File: config.mk
export PLATFORM = sky130hd
export DESIGN_NAME = pirq_router
export DESIGN_NICKNAME = d
export VERILOG_FILES = /design/src/rtl/pirq_pkg.sv /design/src/rtl/pirq_regs.sv /design/src/rtl/pirq_route.sv /design/src/rtl/pirq_wake.sv /design/src/rtl/pirq_router.sv
export SDC_FILE = /design/constraint.sdc
export NUM_CORES = 1
export LEC_CHECK = 0
export ABC_CLOCK_PERIOD_IN_PS = 3750
export BUFFER_PORTS_ARGS = -buffer_cell sky130_fd_sc_hd__buf_4
export CAP_MARGIN = 25
export CORE_ASPECT_RATIO = 1.75
export CORE_MARGIN = 8
export CORE_UTILIZATION = 45
export CTS_CLUSTER_DIAMETER = 60
export DETAILED_ROUTE_END_ITERATION = 8
export GPL_TIMING_DRIVEN = 0
export PLACE_DENSITY = 0.61
export REMOVE_ABC_BUFFERS = 1
export SYNTH_ARGS = -nofsm -noshare
export SYNTH_HDL_FRONTEND = slang
export SYNTH_HIERARCHICAL = 1
export SYNTH_SLANG_ARGS = --single-unit
export TNS_END_PERCENT = 30
File: constraint.sdc
create_clock -name clk -period 3.75 [get_ports clk]
set_input_delay 0.1875 -clock clk [delete_from_list [all_inputs] [get_ports clk]]
set_output_delay 0.1875 -clock clk [all_outputs]
set_load 0.02 [all_outputs]
File: src/rtl/pirq_pkg.sv
package pirq_pkg;
  localparam int REG_W   = 32;
  localparam int FIELD_W = 4;

  typedef enum logic [2:0] {
    A_MASK = 3'd0,
    A_STAT = 3'd1,
    A_WAKE = 3'd2,
    A_ASG0 = 3'd3
  } addr_e;

  // routing field value at reset for a given source index
  function automatic logic [FIELD_W-1:0] dflt_field(input int idx);
    if (idx < 7)       return 4'd0;
    else if (idx < 9)  return 4'd1;
    else if (idx < 13) return 4'd2;
    else if (idx < 16) return 4'd3;
    else if (idx < 19) return 4'd4;
    else if (idx < 21) return 4'd5;
    else               return 4'd6;
  endfunction
endpackage

File: src/rtl/pirq_regs.sv
module pirq_regs
  import pirq_pkg::*;
#(
  parameter int NUM_SRC = 24,
  parameter int ADDR_W  = 3,
  localparam int PER_REG = REG_W / FIELD_W,
  localparam int NUM_ASG = (NUM_SRC + PER_REG - 1) / PER_REG
) (
  input  logic                       clk,
  input  logic                       rst_n,
  input  logic                       wr_en,
  input  logic [ADDR_W-1:0]          addr,
  input  logic [REG_W-1:0]           wdata,
  input  logic [NUM_SRC-1:0]         src_irq,
  output logic [REG_W-1:0]           rdata,
  output logic [NUM_SRC-1:0]         mask_o,
  output logic [NUM_SRC-1:0]         wen_o,
  output logic [NUM_SRC*FIELD_W-1:0] fld_o
);
  logic [NUM_SRC-1:0] mask_q, wen_q;
  logic [REG_W-1:0]   asg_word [NUM_ASG];

  always_ff @(posedge clk or negedge rst_n) begin
    if (!rst_n) begin
      mask_q <= '0;
      wen_q  <= '0;
    end else if (wr_en) begin
      if (addr == ADDR_W'(A_MASK)) mask_q <= wdata[NUM_SRC-1:0];
      if (addr == ADDR_W'(A_WAKE)) wen_q  <= wdata[NUM_SRC-1:0];
    end
  end

  for (genvar r = 0; r < NUM_ASG; r++) begin : g_asg
    for (genvar f = 0; f < PER_REG; f++) begin : g_fld
      localparam int IDX = r * PER_REG + f;
      if (IDX < NUM_SRC) begin : g_live
        logic [FIELD_W-1:0] fld_q;
        always_ff @(posedge clk or negedge rst_n) begin
          if (!rst_n) fld_q <= dflt_field(IDX);
          else if (wr_en && addr == ADDR_W'(A_ASG0 + r))
            fld_q <= wdata[f*FIELD_W +: FIELD_W];
        end
        assign fld_o[IDX*FIELD_W +: FIELD_W]    = fld_q;
        assign asg_word[r][f*FIELD_W +: FIELD_W] = fld_q;
      end else begin : g_pad
        assign asg_word[r][f*FIELD_W +: FIELD_W] = '0;
      end
    end
  end

  always_comb begin
    rdata = '0;
    case (addr)
      ADDR_W'(A_MASK): rdata = {{(REG_W-NUM_SRC){1'b0}}, mask_q};
      ADDR_W'(A_STAT): rdata = {{(REG_W-NUM_SRC){1'b0}}, src_irq};
      ADDR_W'(A_WAKE): rdata = {{(REG_W-NUM_SRC){1'b0}}, wen_q};
      default: begin
        for (int r = 0; r < NUM_ASG; r++)
          if (addr == ADDR_W'(A_ASG0 + r)) rdata = asg_word[r];
      end
    endcase
  end

  assign mask_o = mask_q;
  assign wen_o  = wen_q;
endmodule

File: src/rtl/pirq_route.sv
module pirq_route
  import pirq_pkg::*;
#(
  parameter int NUM_SRC = 24,
  parameter int NUM_LVL = 9
) (
  input  logic                       clk,
  input  logic                       rst_n,
  input  logic [NUM_SRC-1:0]         src_irq,
  input  logic [NUM_SRC-1:0]         mask,
  input  logic [NUM_SRC*FIELD_W-1:0] fld,
  output logic [NUM_LVL-1:0]         lvl_req
);
  logic [NUM_SRC-1:0] live;
  logic [NUM_LVL-1:0] lvl_d;

  assign live = src_irq & mask;

  always_comb begin
    lvl_d = '0;
    for (int k = 0; k < NUM_LVL; k++)
      for (int i = 0; i < NUM_SRC; i++)
        if (live[i] && fld[i*FIELD_W +: FIELD_W] == FIELD_W'(k))
          lvl_d[k] = 1'b1;
  end

  always_ff @(posedge clk or negedge rst_n) begin
    if (!rst_n) lvl_req <= '0;
    else        lvl_req <= lvl_d;
  end
endmodule

File: src/rtl/pirq_wake.sv
module pirq_wake #(
  parameter int NUM_SRC = 24
) (
  input  logic               clk,
  input  logic               rst_n,
  input  logic [NUM_SRC-1:0] src_irq,
  input  logic [NUM_SRC-1:0] wen,
  input  logic               core_idle,
  output logic               wake
);
  always_ff @(posedge clk or negedge rst_n) begin
    if (!rst_n) wake <= 1'b0;
    else        wake <= core_idle && |(src_irq & wen);
  end
endmodule

File: src/rtl/pirq_router.sv
module pirq_router
  import pirq_pkg::*;
#(
  parameter int NUM_SRC = 24,
  parameter int NUM_LVL = 9,
  parameter int ADDR_W  = 3
) (
  input  logic               clk,
  input  logic               rst_n,
  input  logic [NUM_SRC-1:0] src_irq,
  input  logic               core_idle,
  input  logic               reg_wr_en,
  input  logic [ADDR_W-1:0]  reg_addr,
  input  logic [REG_W-1:0]   reg_wdata,
  output logic [REG_W-1:0]   reg_rdata,
  output logic [NUM_LVL-1:0] lvl_req,
  output logic               wake
);
  logic [NUM_SRC-1:0]         mask, wen;
  logic [NUM_SRC*FIELD_W-1:0] fld;

  pirq_regs #(.NUM_SRC(NUM_SRC), .ADDR_W(ADDR_W)) u_regs (
    .clk(clk), .rst_n(rst_n), .wr_en(reg_wr_en), .addr(reg_addr),
    .wdata(reg_wdata), .src_irq(src_irq), .rdata(reg_rdata),
    .mask_o(mask), .wen_o(wen), .fld_o(fld)
  );

  pirq_route #(.NUM_SRC(NUM_SRC), .NUM_LVL(NUM_LVL)) u_route (
    .clk(clk), .rst_n(rst_n), .src_irq(src_irq), .mask(mask),
    .fld(fld), .lvl_req(lvl_req)
  );

  pirq_wake #(.NUM_SRC(NUM_SRC)) u_wake (
    .clk(clk), .rst_n(rst_n), .src_irq(src_irq), .wen(wen),
    .core_idle(core_idle), .wake(wake)
  );
endmodule

==> summary.md <==
| Metric | Value |
|---|---|
| Outcome | `complete, no violations` |
| Total GRT Usage | `30.4%` |
| Post-Route WL | `40000 microns` |
| Iter 0 DRT Violations | `704` |
| Clk buf depth | `2` |
| Crit path time final | `2450 ps` |
| Ranking of synthesized cells by area | `dfrtp_1 (34%), mux2_2 (17%), dfstp_2 (6.8%)` |
| Max Fclk | `0.408 GHz` |
| Post-DP Area | `10700 sq um` |
| Lkg Pwr | `0.00465 uW` |
| FF-to-FF End | `u_route/lvl_req[1]` |
| Routed WL per cell | `31.0 microns` |
| First-pass GRT wire length | `58900 microns` |
| Ant diodes | `0` |
| Synth Instances | `912` |
| PortBufs | `104` |
| Critical path fanouts, max | `7` |
| Die W | `127 microns` |
| Final hold vios | `0` |
| Worst slew margin | `21.5%` |
| Die Height | `209 microns` |
| Area growth syn-to-layout | `18.8%` |
| Post-synth EDFFs | `0` |
| Reg2Reg Setup Slack | `1300 ps` |
| DIE AREA | `26500 sq um` |
| Clock tree from TritonCTS | `yes` |
| Average size of a mapped cell | `10.6 sq um` |
| R2r startpoint | `u_regs/g_asg[2].g_fld[2].g_live.fld_q[0]` |
| Period utilization | `65.4%` |
| Element type at the critical path start | `flip-flop` |
| HP Class | `input port to flip-flop` |
| Clock skew | `7.83 ps` |
| HPWL after DPL | `31100 microns` |
| # clock sinks | `154` |
| WP data required | `4040 ps` |
| Top-count cell post-synth | `mux2_2` |
| Yosys top cell area share | `33.5%` |
| Fin Hold WS | `19.5 ps` |
| Post-synth top flop | `dfrtp_1` |
| Initial antenna violation count | `0` |
| Clock insertion delay at the later pin of the skew report | `440 ps` |
| H-tree levels | `4` |
| Max-Cap Viols | `0` |
| CORE AREA | `21200 sq um` |
| Post-synthesis sequential element count | `154` |
| Starting density of the core | `45.3%` |
| Antenna viol nets, final | `0` |
| Layout Nets | `1085` |
| WS Path Type | `flip-flop to flip-flop` |
| Post-layout instance area | `11400 sq um` |
| Pwr dens | `544 nW/um^2` |
| DR vias | `8510` |
| Clk root buf | `clkbuf_16` |
| Grt total ovfl | `0` |
| Vias in the first global route | `8859` |
| Via-to-Cell Ratio | `6.60` |
| Asr flop ratio synth | `100%` |
| Yosys top cell by area | `dfrtp_1` |
| Setup violators final | `0` |
| Synth Cell Area | `9620 sq um` |
| CP endpoint kind | `flip-flop` |
| Top post-synthesis cells by count | `mux2_2 (142), dfrtp_1 (129), nand2_1 (69)` |
| Slew Limit Fails | `0` |
| GP Congestion | `1.02` |
| Largest net degree at the start of global routing | `79` |
| Number of CTS-inserted buffers | `17` |
| Post-cts resize count | `0` |
| Hold_sp | `reg_wdata[3]` |
| Crit path DAT | `2740 ps` |
| Layout cell share with drive strength beyond 1 | `31.7%` |
| Hold Path End | `u_regs/g_asg[2].g_fld[0].g_live.fld_q[3]` |
| Syn. warnings | `6` |
| Sequential share of the synthesized area | `40.4%` |
| DR pass1 iterations | `6` |
| Fill cells | `1987` |
| Drt drc | `0` |
| Worst Reg-to-Reg Cells | `5` |
| Netlist cell types | `56` |
| RSZ-0062 raised after global routing | `no` |
| Row count | `71` |
| Worst Hold Path Cells | `2` |
| Worst slew pin tran | `1170 ps` |
| CTS clk-pin slew, worst paths | `70 ps` |
| Ports | `105` |
| Maximum VDD drop | `481 uV` |
-- kinds of logic after synthesis --
group                  after synthesis  synth area share (%)
AND/OR/NAND/NOR                    365                  23.1
multiplexers                       200                  22.7
flip-flops                         154                  40.4
AO/OA/AOI/OAI                      138                  11.0
buffers and inverters               55                  2.85
-- what timing repair did --
action | CTS | global route
setup buffers | 0 | 0
endpoints found under the setup margin | 0 | 0
hold endpoints to repair | 87 | 0
hold buffers | 12 | 0
-- critical path, cell delays in order (launching register included) --
cell and delay, ps:
dfrtp_1 490, nor2b_1 200, and4_1 200, a2111oi_0 820, nor4b_1 450, nand4_1 140
-- worst max path at each step --
stage	startpoint	endpoint	depth (start not counted)
4_1_cts	reg_addr[0]	reg_rdata[14]	5
6_report	u_regs/g_asg[2].g_fld[2].g_live.fld_q[0]	u_route/lvl_req[1]	5
3_5_place_dp	reg_addr[0]	u_regs/g_asg[0].g_fld[2].g_live.fld_q[3]	4
3_3_place_gp	reg_addr[0]	u_regs/wen_o[11]	3
2_1_floorplan	reg_addr[2]	u_regs/wen_o[0]	2
5_1_grt	reg_addr[0]	reg_rdata[14]	5
-- stage by stage --
step           std cells  util [%]  setup TNS (ps)  total power (uW)  worst slack [ps]
2_1_floorplan        871         -               0              3550               591
3_3_place_gp        1230      49.5         -122440              4460             -3150
3_5_place_dp        1246      50.6               0              4500              1260
4_1_cts             1290      53.9               0              6230              1340
5_1_grt             1290      53.9               0              6480              1240
6_report            1290      53.9               0              6220              1300
-- area by class of cell --
type / instances / area [sq um] / share of cell area (%)
clock buffer: 18 / 439 / 3.84
clock inverter: 14 / 136 / 1.19
inverter: 14 / 52.6 / 0.460
multi-input combinational: 703 / 5480 / 47.9
sequential: 154 / 3880 / 34.0
tap: 255 / 319 / 2.79
timing repair buffer: 132 / 1120 / 9.80
-- state kept, by name (all words and copies together) (netlist names) --
signal	cells
u_regs/g_asg.g_fld.g_live.fld_q	96
u_regs/mask_o	24
u_regs/wen_o	24
u_route/lvl_req	9
u_wake/wake	1
-- where the power goes --
group          switching, uW  internal (uW)
Sequential               685           2100
Clock                    760            947
Combinational            911            825
Total                   2360           3870
-- placed cells by master (no fill, tap or decap), types with 20 or more instances in the layout --
cell type  count
nor2_1        31
nand4b_1      21
o21a_1        25
buf_4        103
nand3_1       23
nand3b_1      34
dfstp_2       25
nor3_1        40
mux2_2       142
dfrtp_1      129
o221ai_1      24
nand4_1       28
mux2i_1       56
o22ai_1       22
nor4_1        20
nand2_1       69
-- layer usage --
metal	wire length (microns)	up-vias	global-route usage [%]
met5	0	-	0
met2	20600	329	53.8
met4	2660	0	20.1
li1	-	3792	-
met3	1680	105	4.78
met1	15000	4284	32.8
(Power assumes the default switching activity.)
